`config.mk`:
```
export PLATFORM = sky130hd
export DESIGN_NAME = trig_prim_eval
export DESIGN_NICKNAME = d
export VERILOG_FILES = /design/src/rtl/trig_prim_pkg.sv /design/src/rtl/trig_cfg_regs.sv /design/src/rtl/trig_cmp_bank.sv /design/src/rtl/trig_edge_bank.sv /design/src/rtl/trig_timer.sv /design/src/rtl/trig_prim_eval.sv
export SDC_FILE = /design/constraint.sdc
export NUM_CORES = 2
export LEC_CHECK = 0
export BUFFER_PORTS_ARGS = -buffer_cell sky130_fd_sc_hd__buf_2
export CORE_MARGIN = 3
export CORE_UTILIZATION = 25
export DETAILED_ROUTE_END_ITERATION = 8
export GPL_TIMING_DRIVEN = 0
export MAX_ROUTING_LAYER = met4
export SYNTH_ARGS = -nofsm -noshare
export SYNTH_HDL_FRONTEND = slang
export SYNTH_SLANG_ARGS = --single-unit
```
`constraint.sdc`:
```
create_clock -name clk -period 2 [get_ports clk]
set_input_delay 0.1 -clock clk [delete_from_list [all_inputs] [get_ports clk]]
set_output_delay 0.1 -clock clk [all_outputs]
set_load 0.02 [all_outputs]
```
`src/rtl/trig_prim_pkg.sv`:
```
package trig_prim_pkg;

    localparam int SMP_W     = 32;
    localparam int NUM_MATCH = 10;
    localparam int NUM_RANGE = 2;
    localparam int NUM_EDGE  = 2;
    localparam int NUM_TMR   = 2;
    localparam int CFG_AW    = 6;
    localparam int TMR_W     = 32;

    // register map; only the relative layout matters to the decoder
    localparam int ADR_TGT  = 0;
    localparam int ADR_MSK  = 16;
    localparam int ADR_LO   = 32;
    localparam int ADR_HI   = ADR_LO + NUM_RANGE;
    localparam int ADR_EDGE = ADR_HI + NUM_RANGE;
    localparam int ADR_LOAD = ADR_EDGE + 2 * NUM_EDGE;

    // per-channel edge selection: bit 0 rising, bit 1 falling
    localparam logic [1:0] EC_NONE = 2'b00;
    localparam logic [1:0] EC_RISE = 2'b01;
    localparam logic [1:0] EC_FALL = 2'b10;
    localparam logic [1:0] EC_ANY  = 2'b11;

    typedef enum logic [1:0] {
        T_IDLE = 2'd0,
        T_RUN  = 2'd1,
        T_HALT = 2'd2,
        T_DONE = 2'd3
    } tmr_state_e;

endpackage

```
`src/rtl/trig_cfg_regs.sv`:
```
module trig_cfg_regs
    import trig_prim_pkg::*;
#(
    parameter int DW = SMP_W,
    parameter int NM = NUM_MATCH,
    parameter int NR = NUM_RANGE,
    parameter int NE = NUM_EDGE,
    parameter int NT = NUM_TMR,
    parameter int AW = CFG_AW,
    parameter int TW = TMR_W
) (
    input  logic                        clk,
    input  logic                        rst_n,
    input  logic                        cfg_we,
    input  logic [AW-1:0]               cfg_addr,
    input  logic [DW-1:0]               cfg_wdata,
    output logic [NM-1:0][DW-1:0]       tgt,
    output logic [NM-1:0][DW-1:0]       msk,
    output logic [NR-1:0][DW-1:0]       lo,
    output logic [NR-1:0][DW-1:0]       hi,
    output logic [NE-1:0][2*DW-1:0]     ecode,
    output logic [NT-1:0][TW-1:0]       load
);

    always_ff @(posedge clk or negedge rst_n) begin
        if (!rst_n) begin
            tgt   <= '0;
            msk   <= '0;
            lo    <= '0;
            hi    <= '0;
            ecode <= '0;
            load  <= '0;
        end else if (cfg_we) begin
            for (int k = 0; k < NM; k++) begin
                if (cfg_addr == AW'(ADR_TGT + k)) tgt[k] <= cfg_wdata;
                if (cfg_addr == AW'(ADR_MSK + k)) msk[k] <= cfg_wdata;
            end
            for (int r = 0; r < NR; r++) begin
                if (cfg_addr == AW'(ADR_LO + r)) lo[r] <= cfg_wdata;
                if (cfg_addr == AW'(ADR_HI + r)) hi[r] <= cfg_wdata;
            end
            for (int e = 0; e < NE; e++) begin
                for (int h = 0; h < 2; h++) begin
                    if (cfg_addr == AW'(ADR_EDGE + 2 * e + h))
                        ecode[e][h*DW +: DW] <= cfg_wdata;
                end
            end
            for (int t = 0; t < NT; t++) begin
                if (cfg_addr == AW'(ADR_LOAD + t)) load[t] <= TW'(cfg_wdata);
            end
        end
    end

    AST_CFG_RESET_CLEAN: assert property (@(posedge clk) disable iff (!rst_n)
        $rose(rst_n) |-> (tgt == '0 && msk == '0 && load == '0));

endmodule

```
`src/rtl/trig_cmp_bank.sv`:
```
module trig_cmp_bank
    import trig_prim_pkg::*;
#(
    parameter int DW = SMP_W,
    parameter int NM = NUM_MATCH,
    parameter int NR = NUM_RANGE
) (
    input  logic                  clk,
    input  logic                  rst_n,
    input  logic                  smp_valid,
    input  logic [DW-1:0]         smp_data,
    input  logic [NM-1:0][DW-1:0] tgt,
    input  logic [NM-1:0][DW-1:0] msk,
    input  logic [NR-1:0][DW-1:0] lo,
    input  logic [NR-1:0][DW-1:0] hi,
    output logic [NM-1:0]         hit_match,
    output logic [NR-1:0]         hit_range
);

    logic [NM-1:0] match_c;
    logic [NR-1:0] range_c;

    generate
        for (genvar k = 0; k < NM; k++) begin : g_match
            assign match_c[k] = ~|((smp_data ^ tgt[k]) & msk[k]);
        end
        for (genvar r = 0; r < NR; r++) begin : g_range
            assign range_c[r] = (smp_data >= lo[r]) && (smp_data <= hi[r]);

            AST_RANGE_EMPTY: assert property (@(posedge clk) disable iff (!rst_n)
                (smp_valid && (lo[r] > hi[r])) |=> !hit_range[r]);
        end
    endgenerate

    always_ff @(posedge clk or negedge rst_n) begin
        if (!rst_n) begin
            hit_match <= '0;
            hit_range <= '0;
        end else if (smp_valid) begin
            hit_match <= match_c;
            hit_range <= range_c;
        end
    end

    AST_CMP_HOLD: assert property (@(posedge clk) disable iff (!rst_n)
        !smp_valid |=> ($stable(hit_match) && $stable(hit_range)));

    AST_MASK_ZERO: assert property (@(posedge clk) disable iff (!rst_n)
        (smp_valid && msk[0] == '0) |=> hit_match[0]);

endmodule

```
`src/rtl/trig_edge_bank.sv`:
```
module trig_edge_bank
    import trig_prim_pkg::*;
#(
    parameter int DW = SMP_W,
    parameter int NE = NUM_EDGE
) (
    input  logic                    clk,
    input  logic                    rst_n,
    input  logic                    smp_valid,
    input  logic [DW-1:0]           smp_data,
    input  logic [NE-1:0][2*DW-1:0] ecode,
    output logic [NE-1:0]           hit_edge
);

    logic [DW-1:0] prev_q;
    logic          prev_ok;
    logic [DW-1:0] rise_c;
    logic [DW-1:0] fall_c;
    logic [NE-1:0] event_c;

    assign rise_c = smp_data & ~prev_q & {DW{prev_ok}};
    assign fall_c = ~smp_data & prev_q & {DW{prev_ok}};

    always_comb begin
        for (int e = 0; e < NE; e++) begin
            event_c[e] = 1'b0;
            for (int c = 0; c < DW; c++) begin
                event_c[e] = event_c[e]
                           | (ecode[e][2*c]   & rise_c[c])
                           | (ecode[e][2*c+1] & fall_c[c]);
            end
        end
    end

    always_ff @(posedge clk or negedge rst_n) begin
        if (!rst_n) begin
            prev_q   <= '0;
            prev_ok  <= 1'b0;
            hit_edge <= '0;
        end else if (smp_valid) begin
            prev_q   <= smp_data;
            prev_ok  <= 1'b1;
            hit_edge <= event_c;
        end
    end

    AST_EDGE_FIRST_QUIET: assert property (@(posedge clk) disable iff (!rst_n)
        (smp_valid && !prev_ok) |=> (hit_edge == '0));

    AST_EDGE_SAME_WORD: assert property (@(posedge clk) disable iff (!rst_n)
        (smp_valid && prev_ok && smp_data == prev_q) |=> (hit_edge == '0));

    generate
        for (genvar e = 0; e < NE; e++) begin : g_chk
            AST_EDGE_ALL_DONTCARE: assert property (@(posedge clk) disable iff (!rst_n)
                (smp_valid && ecode[e] == '0) |=> !hit_edge[e]);
        end
    endgenerate

endmodule

```
`src/rtl/trig_timer.sv`:
```
module trig_timer
    import trig_prim_pkg::*;
#(
    parameter int TW = TMR_W
) (
    input  logic          clk,
    input  logic          rst_n,
    input  logic [TW-1:0] load,
    input  logic          start,
    input  logic          stop,
    input  logic          clear,
    output logic          hit
);

    tmr_state_e    st_q;
    tmr_state_e    st_nxt;
    logic [TW-1:0] cnt_q;

    // next-state logic
    always_comb begin
        st_nxt = st_q;
        if (clear) begin
            st_nxt = T_IDLE;                        // flush
        end else begin
            unique case (st_q)
                T_IDLE: if (start) st_nxt = T_RUN;  // launch
                T_RUN: begin
                    if (stop)               st_nxt = T_HALT;  // pause
                    else if (cnt_q == load) st_nxt = T_DONE;  // expire
                end
                T_HALT: if (start && !stop) st_nxt = T_RUN;   // resume
                T_DONE: st_nxt = T_DONE;
                default: st_nxt = T_IDLE;
            endcase
        end
    end

    // state register
    always_ff @(posedge clk or negedge rst_n) begin
        if (!rst_n) st_q <= T_IDLE;
        else        st_q <= st_nxt;
    end

    // count register
    always_ff @(posedge clk or negedge rst_n) begin
        if (!rst_n) begin
            cnt_q <= '0;
        end else if (clear || (st_q == T_IDLE && start)) begin
            cnt_q <= '0;
        end else if (st_q == T_RUN && !stop && cnt_q != load) begin
            cnt_q <= cnt_q + 1'b1;
        end
    end

    // output register
    always_ff @(posedge clk or negedge rst_n) begin
        if (!rst_n) hit <= 1'b0;
        else        hit <= (st_nxt == T_DONE);
    end

    AST_TMR_NO_EARLY: assert property (@(posedge clk) disable iff (!rst_n)
        (st_q == T_IDLE && start && !clear) |=> !hit);

    AST_TMR_LATCHED: assert property (@(posedge clk) disable iff (!rst_n)
        (hit && !clear) |=> hit);

    AST_TMR_HALT_FROZEN: assert property (@(posedge clk) disable iff (!rst_n)
        (st_q == T_HALT && !clear) |=> $stable(cnt_q));

    AST_TMR_FLUSH: assert property (@(posedge clk) disable iff (!rst_n)
        clear |=> (!hit && cnt_q == '0));

endmodule

```
`src/rtl/trig_prim_eval.sv`:
```
module trig_prim_eval
    import trig_prim_pkg::*;
#(
    parameter int DW = SMP_W,
    parameter int NM = NUM_MATCH,
    parameter int NR = NUM_RANGE,
    parameter int NE = NUM_EDGE,
    parameter int NT = NUM_TMR,
    parameter int AW = CFG_AW,
    parameter int TW = TMR_W
) (
    input  logic          clk,
    input  logic          rst_n,
    input  logic          smp_valid,
    input  logic [DW-1:0] smp_data,
    input  logic          cfg_we,
    input  logic [AW-1:0] cfg_addr,
    input  logic [DW-1:0] cfg_wdata,
    input  logic [NT-1:0] tmr_start,
    input  logic [NT-1:0] tmr_stop,
    input  logic [NT-1:0] tmr_clear,
    output logic [NM-1:0] hit_match,
    output logic [NR-1:0] hit_range,
    output logic [NE-1:0] hit_edge,
    output logic [NT-1:0] hit_timer
);

    logic [NM-1:0][DW-1:0]   tgt;
    logic [NM-1:0][DW-1:0]   msk;
    logic [NR-1:0][DW-1:0]   lo;
    logic [NR-1:0][DW-1:0]   hi;
    logic [NE-1:0][2*DW-1:0] ecode;
    logic [NT-1:0][TW-1:0]   load;

    trig_cfg_regs #(
        .DW(DW), .NM(NM), .NR(NR), .NE(NE), .NT(NT), .AW(AW), .TW(TW)
    ) u_cfg (
        .clk      (clk),
        .rst_n    (rst_n),
        .cfg_we   (cfg_we),
        .cfg_addr (cfg_addr),
        .cfg_wdata(cfg_wdata),
        .tgt      (tgt),
        .msk      (msk),
        .lo       (lo),
        .hi       (hi),
        .ecode    (ecode),
        .load     (load)
    );

    trig_cmp_bank #(.DW(DW), .NM(NM), .NR(NR)) u_cmp (
        .clk      (clk),
        .rst_n    (rst_n),
        .smp_valid(smp_valid),
        .smp_data (smp_data),
        .tgt      (tgt),
        .msk      (msk),
        .lo       (lo),
        .hi       (hi),
        .hit_match(hit_match),
        .hit_range(hit_range)
    );

    trig_edge_bank #(.DW(DW), .NE(NE)) u_edge (
        .clk      (clk),
        .rst_n    (rst_n),
        .smp_valid(smp_valid),
        .smp_data (smp_data),
        .ecode    (ecode),
        .hit_edge (hit_edge)
    );

    generate
        for (genvar t = 0; t < NT; t++) begin : g_tmr
            trig_timer #(.TW(TW)) u_tmr (
                .clk  (clk),
                .rst_n(rst_n),
                .load (load[t]),
                .start(tmr_start[t]),
                .stop (tmr_stop[t]),
                .clear(tmr_clear[t]),
                .hit  (hit_timer[t])
            );
        end
    endgenerate

    AST_CFG_BEFORE_SAMPLE: assert property (@(posedge clk) disable iff (!rst_n)
        (smp_valid && cfg_we && cfg_addr == AW'(ADR_MSK) && msk[0] == '0) |=> hit_match[0]);

endmodule

```
# [Yosys cells after proc, flatten, opt, wreduce, memory -nomap -nowiden]
# Cells that the tools add are included.
[classes] bitwise_logic=280 magnitude_cmp=4 muxes=16 n_addsub=2 eq_ne=41 reduce_logical=69
[ops] operator="$and A32 B32 Y32" count=14
[ops] operator="$reduce_or A32 Y1" count=10
[ops] operator="$xor A32 B32 Y32" count=10
[ops] operator="$and A1 B1 Y1" count=128
[ops] operator="$mux W32" count=4
[ops] operator="$or A1 B1 Y1" count=126
[ops] operator="$add A32 B1 Y32 const B" count=2
[ops] operator="$eq A32 B32 Y1" count=2
[ops] operator="$ge A32 B32 Y1" count=2
[ops] operator="$le A32 B32 Y1" count=2
[ops] operator="$ne A32 B32 Y1" count=2
[ops] operator="$not A32 Y32" count=2
[ops] operator="$eq A6 B5 Y1 const B" count=10
[ops] operator="$eq A6 B6 Y1 const B" count=10
[ops] operator="$reduce_and A2 Y1" count=30
[ops] operator="$eq A6 B3 Y1 const B" count=4
[ops] operator="$mux W2" count=10
[ops] operator="$pmux W2 S4" count=2
[ops] operator="$eq A2 B2 Y1 const B" count=6
[ops] operator="$eq A6 B2 Y1 const B" count=2
[ops] operator="$eq A6 B4 Y1 const B" count=2
[ops] operator="$logic_not A1 Y1" count=12
[ops] operator="$logic_and A1 B1 Y1" count=10
[ops] operator="$eq A6 B1 Y1 const B" count=1
[ops] operator="other kinds (5)" count=9
[word_totals] regBits=1077 wordCells=453 out_inout_bits=16 inputBits=80

# [Depth between registers and ports, before layout]
[depth] ltp_word=67 mapped_depth=10 mapped_depth_nobuf=9

# [By module]
# From an unflattened synthesis, not the netlist that was laid out.
[unflattened] cells_unflattened=3967 area_unflattened_um2=51687.1
[modules_own_cells] mod="trig_cfg_regs" cells_each=2157 area_per_inst_um2=36015.8 instances=1 seq_area_each_um2=24023.0
[modules_own_cells] mod="trig_cmp_bank" cells_each=1040 area_per_inst_um2=8341.8 instances=1 seq_area_each_um2=300.3
[modules_own_cells] mod="trig_timer" cells_each=260 area_per_inst_um2=2387.3 instances=2 seq_area_each_um2=875.8
[modules_own_cells] mod="trig_edge_bank" cells_each=250 area_per_inst_um2=2555.0 instances=1 seq_area_each_um2=875.8

# [Worst setup path before layout]
# Ideal clock, no wire load.
[synth_path] path_type="register to register" startpoint="register g_tmr[0].u_tmr.cnt_q[11]" endpoint="register g_tmr[0].u_tmr.cnt_q[31]" setup_ns=0.078 n_path_buf=2 required_time_ns=1.922 slack_ns=-0.218 t_arrival_ns=2.140 path_stages_with_launch=10 period_less_slack_ns=2.218 cell_sequence="dfrtp_1 buf_2 nand4_1 nor2_1 and3_2 nand4_4 or3_1 buf_2 or4_1 a21oi_1"
[synth_via] elab_chain_len=3 word_cells_on_any_way=6 classes_between="1 x add/sub; 1 x eq/ne; 2 x mux; 2 x reduce/logical"
[synth_rtl] item="from (decl)" line_no="trig_timer.sv:17" text="logic [TW-1:0] cnt_q;"
[synth_rtl] item="from (signal assigned)" line_no="trig_timer.sv:51" text="cnt_q <= cnt_q + 1'b1;"
[synth_rtl] item="$add A32 B1 Y32 or $ne A32 B32 Y1 (tied branches)" line_no="trig_timer.sv:51, trig_timer.sv:50"
[synth_rtl] item="$mux W32 or $logic_and A1 B1 Y1 (tied branches)" line_no="trig_timer.sv:50" text="end else if (st_q == T_RUN && !stop && cnt_q != load) begin"
[synth_rtl] item="$mux W32 or $reduce_bool A2 Y1 (tied branches)"
# Parallel ways exist; a longest one is shown, timed or not. The select of a mux whose other input is x is not followed.
# A chain may end at the register's enable or synchronous reset.

# [Worst setup path after layout]
[layout_path] startpoint="register u_cfg.hi[26] (netlist name)" endpoint="register u_cmp.hit_range[0]"
[layout_via] elab_chain_len=2
[layout_rtl] item="from (decl)" line_no="trig_cfg_regs.sv:20" text="output logic [NR-1:0][DW-1:0] hi,"
[layout_rtl] item="from (signal, indexed assignment)" line_no="trig_cfg_regs.sv:40" text="if (cfg_addr == AW'(ADR_HI + r)) hi[r] <= cfg_wdata;"
[layout_rtl] item="$le A32 B32 Y1" line_no="trig_cmp_bank.sv:28" text="assign range_c[r] = (smp_data >= lo[r]) && (smp_data <= hi[r]);"
[layout_rtl] item="$logic_and A1 B1 Y1" line_no="trig_cmp_bank.sv:28"
[layout_rtl] item="to (signal assigned)" line_no="trig_cmp_bank.sv:41" text="hit_range <= range_c;"
[layout_rtl] item="to (decl)" line_no="trig_cmp_bank.sv:17" text="output logic [NR-1:0] hit_range"
# No other way between the ends.

==> reports/summary.txt <==
status - finished, violations left
Core Area - 200000 um^2
Logic pwr share - 16.3%
Hold/Removal Path Class - in -> async
number of max-cap violations - 4
Die Y - 455 um
RSZ-0062 raised after global routing - yes
number of synthesized flops with an enable pin - 0
#FFs+latches synth - 1077
wire per inst - 26.5 um
die area - 207000 um^2
Global Route met3 Usage - 3.40%
pwr dens - 945 nW/um^2
vias in the first global route - 34112
unique cell type count in the Yosys netlist - 65
Crit path max-delay family - compound AO/OA/AOI/OAI gates
first-pass GRT wire length - 257000 um
part of the cycle the worst path needs - 118%
CP Class - reg -> reg
Avg Cell Area, Syn - 12.9 um^2
clk buf depth - 3
Worst Clk Skew - 24.6 ps
crit path max fanout - 2
TritonCTS clock tree - done
Post-synth ARST share - 100%
most common cell in the netlist - dfrtp_1
vias - 34426
Antenna Nets Post-Route - 0
GR Util met2 - 27.8%
Root Buffer - clkbuf_16
Final Setup Violations - 63
met1 usage - 22.6%
Rows - 164
final instance area - 60000 um^2
Sw Pwr - 16.0 mW
Initial Util - 25.2%
top post-synthesis cells by area - dfrtp_1 (53%), mux2_2 (22%), xor2_1 (6.5%)
largest net degree at the start of global routing - 168
DIE WIDTH - 455 um
hold slack - -724 ps
Clock Latency Late Sink - 720 ps
Critical Path RT - 2650 ps
clk slew on worst S/H paths - 70 ps
Peak VDD IR - 0.000595 V
grt total ovfl - 0
Synth area leader - dfrtp_1
pre-CTS WS - -1550 ps
post-synthesis sequential area ratio - 53.4%
worst-path cell chain - inv_2 > ha_4 > nand4_1 > nor4_4 > buf_4 > nand2_4 > o41ai_4 > a2bb2oi_2
Mapped Area - 50500 um^2
H-tree depth - 3
Max-slew headroom - -2.71%
Net Count, Synth - 4136
layout cells sized above 1 - 35.7%
Layout area overhead - 18.8%
slowest stage delay, CP - 610 ps
CP max-delay cell - o41ai_4
Post-synth top flop - dfrtp_1
Leak Pwr - 27.8 nW
Fmax achieved - 0.424 GHz
wirelength, routed - 184000 um
failing checks - hold timing, capacitance limit, slew limit, setup timing
post-route setup slack - -360 ps
DR iter-0 viols - 3369
Final min period - 2360 ps
DR pass1 iterations - 8
drc violations - 0
GP Congestion - 0.938
arrival time of the worst setup path - 3010 ps
DP Area - 54400 um^2
GRT Overall Usage - 17.9%
Worst setup EP type - flip-flop
fin nets - 4380
Yosys top cell area share - 53.4%
CTS Sinks - 1077
post-synthesis cell count - 3926
Fin. Hold Viols - 400
Sequential Power Share - 46.4%
Sw Ratio - 28.3%
top cells by count, synth - dfrtp_1 (1077), mux2_2 (992), xor2_1 (375)
CP startpoint kind - flip-flop
Vias/cell - 4.95
Slew Limit Fails - 22
I/O pin count - 96
Clock power frac - 37.3%
Cell Int Power - 40.6 mW
Worst Path Buf+Inv - 2
initial antenna violation count - 41
gr busiest metal - met2
CTS buffer count - 103
Post-DP HPWL - 127000 um
I/O Buffers - 63
Least-Margin Pin Slew - 1540 ps
Ys Warns - 0
per-stage QoR:
stage	power (mW)	TNS [ps]	std cells	utilization [%]
after floorplan	31.5	-177	3926	-
after detailed placement	35.2	-585730	6656	27.2
after global placement	34.9	-	6645	27.0
after CTS	56.6	-8490	6897	29.6
after global routing	58.5	-9290	6946	29.9
final	56.6	-4770	6954	29.9
power by group through the flow:
stage / registers, mW / logic (mW) / clock network (mW)
after floorplan: 26.1 / 5.42 / 0
after global placement: 26.5 / 8.41 / 0
after detailed placement: 26.6 / 8.64 / 0
after CTS: 26.2 / 9.01 / 21.4
after global routing: 26.5 / 9.90 / 22.1
final: 26.3 / 9.23 / 21.2
state kept, by name, indices dropped and copies added, names as in the netlist:
signal	cells
u_cfg.msk	320
u_edge.hit_edge	2
u_cfg.hi	64
g_tmr.u_tmr.st_q	4
u_edge.prev_q	32
u_cfg.lo	64
u_cfg.ecode	128
u_cmp.hit_range	2
u_cfg.tgt	320
u_cmp.hit_match	10
g_tmr.u_tmr.hit	2
u_edge.prev_ok	1
u_cfg.load	64
g_tmr.u_tmr.cnt_q	64
repair_timing:
action / in CTS / in global routing
buffers inserted: 29 / 18
hold endpoints to repair: 516 / 193
resized for setup: 157 / 149
endpoints found under the setup margin: 238 / 197
hold buffers: 20 / 1
pin swaps: 42 / 82
cloned: 3 / 2
placed cells by master (no fill, tap or decap), drive strengths merged, types with 12 or more instances in the layout:
cell           count
nand4             87
dfrtp           1077
nor2             125
a21oi             60
bufinv            12
a22oi             96
nor2b             30
clkbuf           265
nor3              23
xnor2             56
xor2             375
nor4              22
a221oi            52
a21o              23
dlygate4sd3       20
clkinv            27
a211oi            12
diode             41
clkdlybuf4s15     15
a22o              52
nand2            126
ha               130
o21ai             32
or3               13
mux2             992
inv              151
buf              230
nand3             35
worst paths after layout:
| check | to | from | slack [ps] | depth (start not counted) |
|---|---|---|---|---|
| setup / recovery | u_cmp.hit_range[0] | u_cfg.hi[26] | -360 | 8 |
| hold / removal | g_tmr[0].u_tmr.hit | rst_n | -720 | 1 |
| setup reg to reg | u_cmp.hit_range[0] | u_cfg.hi[26] | -360 | 8 |
| hold reg to reg | u_cfg.hi[27] | u_cfg.hi[27] | 500 | 1 |
| max in group asynchronous | u_cfg.tgt[135] | rst_n | 300 | 5 |
| min in group clk | u_cfg.msk[81] | cfg_wdata[17] | 70 | 2 |
final cells by class:
cell class                      instances  area [um^2]
Inverter                              147          552
Timing Repair Buffer                  145         1320
Tap cell                             2656         3320
Antenna cell                           41          103
Buffer                                246         1130
Clock inverter                         49          638
Fill cell                           20378       140000
Multi-Input combinational cell       2450        22900
Clock buffer                          143         2970
Sequential cell                      1077        27000
per-layer routing:
| layer | wire length [um] | vias to the layer above |
|---|---|---|
| met3 | 15000 | 334 |
| met5 | 0 | - |
| met2 | 85500 | 1398 |
| met1 | 74900 | 18267 |
| met4 | 8740 | 0 |
| li1 | - | 14427 |
cells by family after synthesis:
group | share of synthesized area, %
AOI/OAI and AO/OA | 5.71
xor gates and xnor gates | 7.48
adders and majority gates | 3.22
buffers and inverters | 3.03
DFF | 53.4
muxes | 22.1
and+or+nand+nor | 5.03
Note: power is estimated with default switching activity, not from simulation.
